--- config.mk ---
export PLATFORM = sky130hd
export DESIGN_NAME = nzp_alu_core
export DESIGN_NICKNAME = d
export VERILOG_FILES = /design/src/rtl/alu4_pkg.sv /design/src/rtl/alu_src_stage.sv /design/src/rtl/alu_ripple_add.sv /design/src/rtl/alu_exec.sv /design/src/rtl/alu_dest_stage.sv /design/src/rtl/nzp_alu_core.sv
export SDC_FILE = /design/constraint.sdc
export NUM_CORES = 1
export LEC_CHECK = 0
export BUFFER_PORTS_ARGS = -buffer_cell sky130_fd_sc_hd__clkbuf_2
export CAP_MARGIN = 20
export CORE_MARGIN = 3
export CORE_UTILIZATION = 49
export CTS_CLUSTER_SIZE = 28
export DETAILED_ROUTE_END_ITERATION = 8
export MAX_ROUTING_LAYER = met4
export PLACE_DENSITY_LB_ADDON = 0.12
export SYNTH_ARGS = -nofsm -noshare
export SYNTH_HDL_FRONTEND = slang
export SYNTH_SLANG_ARGS = --single-unit
--- constraint.sdc ---
create_clock -name clk -period 2.8 [get_ports clk]
set_input_delay 0.56 -clock clk [delete_from_list [all_inputs] [get_ports clk]]
set_output_delay 0.56 -clock clk [all_outputs]
set_load 0.05 [all_outputs]
--- src/rtl/alu4_pkg.sv ---
package alu4_pkg;
  localparam int OPC_W = 4;
  localparam int NOPS  = 3;

  localparam logic [OPC_W-1:0] OPC_ADD = 4'b0001;
  localparam logic [OPC_W-1:0] OPC_AND = 4'b0101;
  localparam logic [OPC_W-1:0] OPC_INV = 4'b1001;

  // one-hot operation select, op_add is bit 0
  typedef struct packed {
    logic op_inv;
    logic op_and;
    logic op_add;
  } op_sel_t;

  function automatic op_sel_t decode_opc(input logic [OPC_W-1:0] opc);
    op_sel_t s;
    s.op_add = (opc == OPC_ADD);
    s.op_and = (opc == OPC_AND);
    s.op_inv = (opc == OPC_INV);
    return s;
  endfunction
endpackage

--- src/rtl/alu_src_stage.sv ---
module alu_src_stage
  import alu4_pkg::*;
#(
  parameter int WIDTH = 4
) (
  input  logic             clk,
  input  logic             rst_n,
  input  logic [WIDTH-1:0] opa_i,
  input  logic [WIDTH-1:0] opb_i,
  input  logic             cin_i,
  input  logic [OPC_W-1:0] opc_i,
  output logic [WIDTH-1:0] sr1_o,
  output logic [WIDTH-1:0] sr2_o,
  output logic             cin_o,
  output logic [OPC_W-1:0] ir_o
);
  always_ff @(posedge clk or negedge rst_n) begin
    if (!rst_n) begin
      sr1_o <= '0;
      sr2_o <= '0;
      cin_o <= 1'b0;
      ir_o  <= '0;
    end else begin
      sr1_o <= opa_i;
      sr2_o <= opb_i;
      cin_o <= cin_i;
      ir_o  <= opc_i;
    end
  end

  // source registers follow the inputs of the previous edge
  assert_capture_R6: assert property (@(posedge clk) disable iff (!rst_n)
    $past(rst_n) |-> (sr1_o == $past(opa_i) && ir_o == $past(opc_i)));
endmodule

--- src/rtl/alu_ripple_add.sv ---
module alu_ripple_add #(
  parameter int WIDTH = 4
) (
  input  logic [WIDTH-1:0] a_i,
  input  logic [WIDTH-1:0] b_i,
  input  logic             cin_i,
  output logic [WIDTH-1:0] sum_o,
  output logic             cout_o
);
  logic [WIDTH:0] carry;
  assign carry[0] = cin_i;

  for (genvar i = 0; i < WIDTH; i++) begin : g_fa
    assign sum_o[i]    = a_i[i] ^ b_i[i] ^ carry[i];
    assign carry[i+1]  = (a_i[i] & b_i[i]) | (carry[i] & (a_i[i] ^ b_i[i]));
  end

  assign cout_o = carry[WIDTH];
endmodule

--- src/rtl/alu_exec.sv ---
module alu_exec
  import alu4_pkg::*;
#(
  parameter int WIDTH = 4
) (
  input  logic             clk,
  input  logic             rst_n,
  input  logic [WIDTH-1:0] sr1_i,
  input  logic [WIDTH-1:0] sr2_i,
  input  logic             cin_i,
  input  op_sel_t          sel_i,
  output logic [WIDTH-1:0] res_o,
  output logic             carry_o,
  output logic             wr_o
);
  localparam int EXT_W = WIDTH + 1;

  logic [WIDTH-1:0] sum;
  logic             sum_co;

  alu_ripple_add #(.WIDTH(WIDTH)) u_add (
    .a_i   (sr1_i),
    .b_i   (sr2_i),
    .cin_i (cin_i),
    .sum_o (sum),
    .cout_o(sum_co)
  );

  always_comb begin
    res_o   = '0;
    carry_o = 1'b0;
    unique case (1'b1)
      sel_i.op_add: begin
        res_o   = sum;
        carry_o = sum_co;
      end
      sel_i.op_and: res_o = sr1_i & sr2_i;
      sel_i.op_inv: res_o = ~sr1_i;
      default: ;
    endcase
  end

  assign wr_o = |sel_i;

  // ripple chain agrees with an arithmetic sum
  assert_ripple_sum_R1: assert property (@(posedge clk) disable iff (!rst_n)
    sel_i.op_add |-> ({sum_co, sum} ==
      (EXT_W'(sr1_i) + EXT_W'(sr2_i) + EXT_W'(cin_i))));
  // invert result does not depend on second operand
  assert_inv_R3: assert property (@(posedge clk) disable iff (!rst_n)
    sel_i.op_inv |-> ((res_o ^ sr1_i) == {WIDTH{1'b1}}));
endmodule

--- src/rtl/alu_dest_stage.sv ---
module alu_dest_stage #(
  parameter int WIDTH = 4
) (
  input  logic             clk,
  input  logic             rst_n,
  input  logic             wr_i,
  input  logic [WIDTH-1:0] res_i,
  input  logic             carry_i,
  output logic [WIDTH-1:0] dr_o,
  output logic             cout_o,
  output logic             neg_o,
  output logic             zero_o,
  output logic             pos_o
);
  logic n_d, z_d;
  assign z_d = (res_i == '0);
  assign n_d = res_i[WIDTH-1];

  always_ff @(posedge clk or negedge rst_n) begin
    if (!rst_n) begin
      dr_o   <= '0;
      cout_o <= 1'b0;
      neg_o  <= 1'b0;
      zero_o <= 1'b0;
      pos_o  <= 1'b0;
    end else if (wr_i) begin
      dr_o   <= res_i;
      cout_o <= carry_i;
      neg_o  <= n_d;
      zero_o <= z_d;
      pos_o  <= !n_d && !z_d;
    end
  end

  // no write keeps everything
  assert_hold_R7: assert property (@(posedge clk) disable iff (!rst_n)
    !wr_i |=> ($stable(dr_o) && $stable(cout_o) && $stable({neg_o, zero_o, pos_o})));
  // exactly one sign flag after a write
  assert_one_flag_R5: assert property (@(posedge clk) disable iff (!rst_n)
    wr_i |=> ($countones({neg_o, zero_o, pos_o}) == 1));
  assert_zero_flag_R5: assert property (@(posedge clk) disable iff (!rst_n)
    zero_o |-> (dr_o == '0));
  assert_neg_flag_R5: assert property (@(posedge clk) disable iff (!rst_n)
    neg_o |-> dr_o[WIDTH-1]);
endmodule

--- src/rtl/nzp_alu_core.sv ---
module nzp_alu_core
  import alu4_pkg::*;
#(
  parameter int WIDTH = 4
) (
  input  logic             clk,
  input  logic             rst_n,
  input  logic [WIDTH-1:0] opa_i,
  input  logic [WIDTH-1:0] opb_i,
  input  logic             cin_i,
  input  logic [3:0]       opc_i,
  output logic [WIDTH-1:0] res_o,
  output logic             cout_o,
  output logic             neg_o,
  output logic             zero_o,
  output logic             pos_o,
  output logic [2:0]       op_o
);
  logic [WIDTH-1:0] sr1, sr2, alu_res;
  logic             sr_cin, alu_carry, alu_wr;
  logic [OPC_W-1:0] ir;
  op_sel_t          sel;

  alu_src_stage #(.WIDTH(WIDTH)) u_src (
    .clk  (clk),
    .rst_n(rst_n),
    .opa_i(opa_i),
    .opb_i(opb_i),
    .cin_i(cin_i),
    .opc_i(opc_i),
    .sr1_o(sr1),
    .sr2_o(sr2),
    .cin_o(sr_cin),
    .ir_o (ir)
  );

  assign sel  = decode_opc(ir);
  assign op_o = sel;

  alu_exec #(.WIDTH(WIDTH)) u_exec (
    .clk    (clk),
    .rst_n  (rst_n),
    .sr1_i  (sr1),
    .sr2_i  (sr2),
    .cin_i  (sr_cin),
    .sel_i  (sel),
    .res_o  (alu_res),
    .carry_o(alu_carry),
    .wr_o   (alu_wr)
  );

  alu_dest_stage #(.WIDTH(WIDTH)) u_dest (
    .clk    (clk),
    .rst_n  (rst_n),
    .wr_i   (alu_wr),
    .res_i  (alu_res),
    .carry_i(alu_carry),
    .dr_o   (res_o),
    .cout_o (cout_o),
    .neg_o  (neg_o),
    .zero_o (zero_o),
    .pos_o  (pos_o)
  );

  // indicator never has two bits set
  assert_op_onehot_R8: assert property (@(posedge clk) disable iff (!rst_n)
    $onehot0(op_o));
  // carry can only rise on an add cycle
  assert_carry_src_R4: assert property (@(posedge clk) disable iff (!rst_n)
    $rose(cout_o) |-> $past(op_o[0]));
  // AND or invert clears carry
  assert_carry_clr_R4: assert property (@(posedge clk) disable iff (!rst_n)
    (op_o[1] || op_o[2]) |=> !cout_o);
endmodule

== Yosys cells after proc, flatten, opt, wreduce, memory -nomap -nowiden ==
Cells that the tools add are included.
Widths: inputs -> output; s select.

* Equal/unequal tests: 3
* Mux-type cells: 2
* Bitwise logic cells: 22
* Reductions and logical operators: 5

{| class="wikitable"
|+ Operator list
! cell !! count
|-
| $pmux 4 s3 || 1
|-
| $and 1x1->1 || 8
|-
| $xor 1x1->1 || 8
|-
| $and 4x4->4 || 1
|-
| $eq 4x1->1 const B || 1
|-
| $eq 4x3->1 const B || 1
|-
| $eq 4x4->1 const B || 1
|-
| $logic_not 4->1 || 1
|-
| $not 4->4 || 1
|-
| $or 1x1->1 || 4
|-
| $reduce_or 3->1 || 1
|-
| $logic_not 1->1 || 2
|-
| $logic_and 1x1->1 || 1
|-
| $mux 1 || 1
|}

* Bits in registers: 21
* Input port bits: 15
* Output and inout port bits: 11
* Logic and storage cells: 41

== Depth between registers and ports, before layout ==
* Depth after elaboration: 12
* Mapped depth: 11
* Mapped depth without buffers: 11

== Hierarchy ==
A second synthesis with hierarchy kept.

* Cells, all modules: 68
* Area total of the unflattened synthesis: 895.9 µm²

{| class="wikitable"
|+ Modules (own cells, without submodules)
! module !! instances !! cells an instance !! area each (µm²) !! seq. area each (µm²)
|-
| alu_src_stage || 1 || 13 || 325.3 || 325.3
|-
| alu_dest_stage || 1 || 20 || 320.3 || 175.2
|-
| alu_ripple_add || 1 || 14 || 117.6 || 0.0
|-
| alu_exec || 1 || 18 || 92.6 || 0.0
|-
| nzp_alu_core || 1 || 3 || 40.0 || 0.0
|}

== Least setup slack after synthesis ==
No wires, ideal clock.

* Path kind: register to register
* From: reg u_src.sr1_o[0]
* To: reg u_dest.zero_o
* Setup time: 0.121 ns
* Arrival: 2.371 ns
* Required time: 2.679 ns
* Slack: 0.308 ns
* Cell stages (with the launch flop): 12
* Buffers on the path: 0
* Clock period less this slack: 2.492 ns
* Path through: dfrtp_1 inv_1 fa_1 inv_1 fa_1 fa_1 inv_1 fa_1 nand2b_1 o21ai_0 a2bb2oi_1 a22o_1

* Cells in the longest elaborated chain, start to end: 10
* Elaborated cells between the ends (all ways): 16
* Classes of those cells: mux (1); bitwise (14); reduce/logical (1)

{| class="wikitable"
|+ Ends and longest elaborated chain
! item !! RTL line !! source
|-
| from (decl) || alu_src_stage.sv:12 || <nowiki>output logic [WIDTH-1:0] sr1_o,</nowiki>
|-
| from (signal assigned) || alu_src_stage.sv:24 || <nowiki>sr1_o <= opa_i;</nowiki>
|-
| $xor 1x1->1 || alu_ripple_add.sv:14, alu_ripple_add.sv:15 ||
|-
| $and 1x1->1 || alu_ripple_add.sv:15 || <nowiki>assign carry[i+1] = (a_i[i] & b_i[i]) | (carry[i] & (a_i[i] ^ b_i[i]));</nowiki>
|-
| $or 1x1->1 || alu_ripple_add.sv:15 ||
|-
| $and 1x1->1 || alu_ripple_add.sv:15 ||
|-
| $or 1x1->1 || alu_ripple_add.sv:15 ||
|-
| $and 1x1->1 || alu_ripple_add.sv:15 ||
|-
| $or 1x1->1 || alu_ripple_add.sv:15 ||
|-
| $xor 1x1->1 || alu_ripple_add.sv:14 || <nowiki>assign sum_o[i] = a_i[i] ^ b_i[i] ^ carry[i];</nowiki>
|-
| $pmux 4 s3 (*) || alu_exec.sv:32 || <nowiki>unique case (1'b1)</nowiki>
|-
| $logic_not 4->1 (*) || alu_dest_stage.sv:16 || <nowiki>assign z_d = (res_i == '0);</nowiki>
|-
| to (signal assigned) || alu_dest_stage.sv:30 || <nowiki>zero_o <= z_d;</nowiki>
|-
| to (decl) || alu_dest_stage.sv:12 || <nowiki>output logic zero_o,</nowiki>
|}

Mark *: on every way between the ends. The rest lies on a longest branch, timed or not.
A chain may end at the register's enable or synchronous reset.

== Worst setup path in the final report ==
Same ends and word-level chain as after synthesis.

==> impl_metrics.py <==
metrics = {
    "run_status": {
        "status": "complete, no violations",
    },
    "logic_synthesis": {
        "synth.top_cells.by_area": "dfrtp_1 55%, fa_1 8.8%, ha_1 5.5%",
        "synth_nets": 94,
        "yosys.area.top_type": "dfrtp_1",
        "synth-edff-count": 0,
        "syn_area_um2": 915,
        "synth_top_area_share_pct": 54.7,
        "synth_seq_cells": 20,
        "synth_cell_types": 25,
        "synth_cells": 71,
        "avgSynthCellArea_um2": 12.9,
        "ys.flop_type": "dfrtp_1",
        "seq_area_frac_synth_pct": 54.7,
        "async_flop_share_pct": 100,
        "yosysWarnings": 0,
    },
    "power_and_ir_drop": {
        "p_int_uw": 418,
        "p_sw_share_pct": 34.5,
        "powerDensity_nw_per_um2": 594,
        "power.switching_uw": 220,
        "power_uw": 637,
        "ir_drop_v": 0.000320,
        "p_comb_share_pct": 27.4,
        "clockPowerShare_pct": 20.0,
        "p_seq_share_pct": 52.5,
        "leakage_nw": 0.563,
    },
    "grt": {
        "globalRouteTotalUtil_pct": 13.4,
        "grt_overflow": 0,
        "first_global_vias": 531,
        "antenna_found_initial": 0,
        "grt_pass1_wl_mm": 2.46,
        "grt_max_degree": 21,
    },
    "timing": {
        "setup_viol": 0,
        "slew_viol_final": 0,
        "layout_min_cycle_time_ns": 2.58,
        "min_period_over_period_pct": 92.1,
        "rsz0062_at_grt": "false",
        "fin_setup_tns_ns": 0,
        "finalHoldViolCount": 0,
        "max_clock_freq_mhz": 388,
        "slew_headroom_pct": 69.3,
        "tightest_slew_ns": 0.460,
        "fin_worst_skew_ns": 0.00154,
        "worst_slack_ns": 0.222,
    },
    "floorplanning": {
        "die_area_um2": 2420,
        "die_h_um": 49.2,
        "row_count": 14,
        "core_area_um2": 1630,
        "initial_core_util_pct": 56.1,
        "io_pins": 26,
        "die_w_um": 49.2,
    },
    "min_path": {
        "hp-class": "input pin to async pin",
    },
    "critical_path": {
        "crit_path_max_incr_delay_ns": 0.42,
        "worst_setup_path_end_kind": "register",
        "worst_setup_path_start_kind": "register",
        "cp_common_cell": "fa_1",
        "cp_slowest_cell": "dfrtp_1",
        "worstPathArrival_ns": 2.76,
        "worstPathMaxFanout": 3,
        "path_class": "register to register",
        "crit_family": "adder cells",
        "cp.required_ns": 2.98,
        "path_buf_inv": 3,
        "crit_chain": "inv_1 > fa_1 > inv_1 > fa_1 > fa_1 > inv_1 > fa_1 > nand2b_1 > o21ai_0 > a2bb2oi_1 > a22o_1",
    },
    "cts": {
        "clkTransAtPathRegs_ns": 0.10,
        "clock-sinks": 20,
        "post_cts_buffers": 0,
        "cts_root_buf": "clkbuf_4",
        "clk_latency_ns": 0.28,
        "cts_tree": "yes",
        "clk_path_buf_depth": 2,
        "cts_made_buffers": 3,
        "cts-resized-gates": 0,
        "postCtsHoldBufs": 0,
        "htree_levels": 1,
    },
    "run": {
        "max_cap_violations": 0,
    },
    "place": {
        "io_buffers": 25,
        "dp_slack_ns": 0.226,
        "finalWeightedCongestion": 0.801,
        "hpwl_mm": 1.05,
    },
    "routing": {
        "route.detailed.drc": 0,
        "dr.pass1.iters": 1,
        "routed-via-count": 555,
        "drt_iter0_markers": 0,
        "wirelength_mm": 1.27,
        "drt-wirelength-per-cell_um": 10.5,
        "vias_per_cell": 4.59,
        "antenna_left": 0,
    },
    "finish": {
        "mostFrequentLayoutCell": "clkbuf_2",
        "post_route_cells_drive_above_1_share_pct": 34.0,
        "utilization_pct": 65.9,
        "layout.nets": 122,
        "final_cell_mix": "25 x clkbuf_2, 20 x dfrtp_1, 9 x inv_1",
        "diodes": 0,
        "syn_to_final_growth_pct": 17.4,
    },
}
-- routing by layer --
| metal | wire, um | up-vias | track usage [%] |
|---|---|---|---|
| met2 | 626 | 21 | 19.6 |
| li1 | - | 283 | - |
| met1 | 561 | 251 | 18.7 |
| met5 | 0 | - | - |
| met3 | 85 | 0 | 3.67 |
| met4 | 0 | 0 | 2.84 |
-- layout make-up --
cell class / count / area, um2
fill: 134 / 556
inverter: 9 / 33.8
multi-input combinational: 40 / 362
clock buffer: 3 / 22.5
sequential: 20 / 500
timing repair buffer: 25 / 125
tap: 24 / 30.0
-- path summary, 6_finish.rpt --
kind                       slack [ns]  cells after the start                          to                       start
setup / recovery                 0.22                     11   u_dest.zero_o$_DFFE_PN0P_    u_src.sr1_o[0]$_DFF_PN0_
hold / removal                   0.20                      1    u_dest.pos_o$_DFFE_PN0P_                       rst_n
setup reg to reg                 0.22                     11   u_dest.zero_o$_DFFE_PN0P_    u_src.sr1_o[0]$_DFF_PN0_
hold reg to reg                  0.49                      2  u_dest.dr_o[0]$_DFFE_PN0P_  u_dest.dr_o[0]$_DFFE_PN0P_
max in group asynchronous        2.28                      1    u_src.sr1_o[2]$_DFF_PN0_                       rst_n
min in group clk                 0.37                      1     u_src.ir_o[3]$_DFF_PN0_                    opc_i[3]
-- flip-flops by register name, summed over array words and instances, names as in the netlist --
signal	count
u_dest.neg_o	1
u_src.ir_o	4
u_src.sr2_o	4
u_src.cin_o	1
u_dest.cout_o	1
u_dest.pos_o	1
u_src.sr1_o	4
u_dest.dr_o	3
u_dest.zero_o	1
-- power by group through the flow --
| stage | Clock, mW | Sequential, mW | Combinational (mW) |
|---|---|---|---|
| final | 0.128 | 0.335 | 0.175 |
| after global routing | 0.153 | 0.339 | 0.191 |
| after CTS | 0.133 | 0.335 | 0.177 |
| after detailed placement | 0 | 0.341 | 0.177 |
| after global placement | 0 | 0.340 | 0.175 |
| after floorplan | 0 | 0.403 | 0.0722 |
-- Yosys cell counts, types with 2 or more instances --
library cell / n
mux2i_1: 2
inv_1: 9
o21ai_1: 3
fa_1: 4
nand2_1: 6
nor2b_1: 2
dfrtp_1: 20
ha_1: 4
nor2_1: 3
nand2b_1: 2
o22a_1: 2
-- per-stage QoR --
stage | cells | cell area (um2) | hold slack, ns
after floorplan | 71 | 915 | 0.264
after global placement | 118 | 1050 | 0.465
after global routing | 121 | 1070 | 0.219
final | 121 | 1070 | 0.203
after CTS | 121 | 1070 | 0.216
after detailed placement | 118 | 1050 | 0.474
-- kinds of logic after synthesis --
logic type                 synth area share, %
AOI/OAI and AO/OA                         10.5
and+or+nand+nor                           12.6
DFF                                       54.7
buffers and inverters                     5.75
adders and majority gates                 14.2
muxes                                     2.19
No activity file was read; power rests on OpenSTA's default activity.
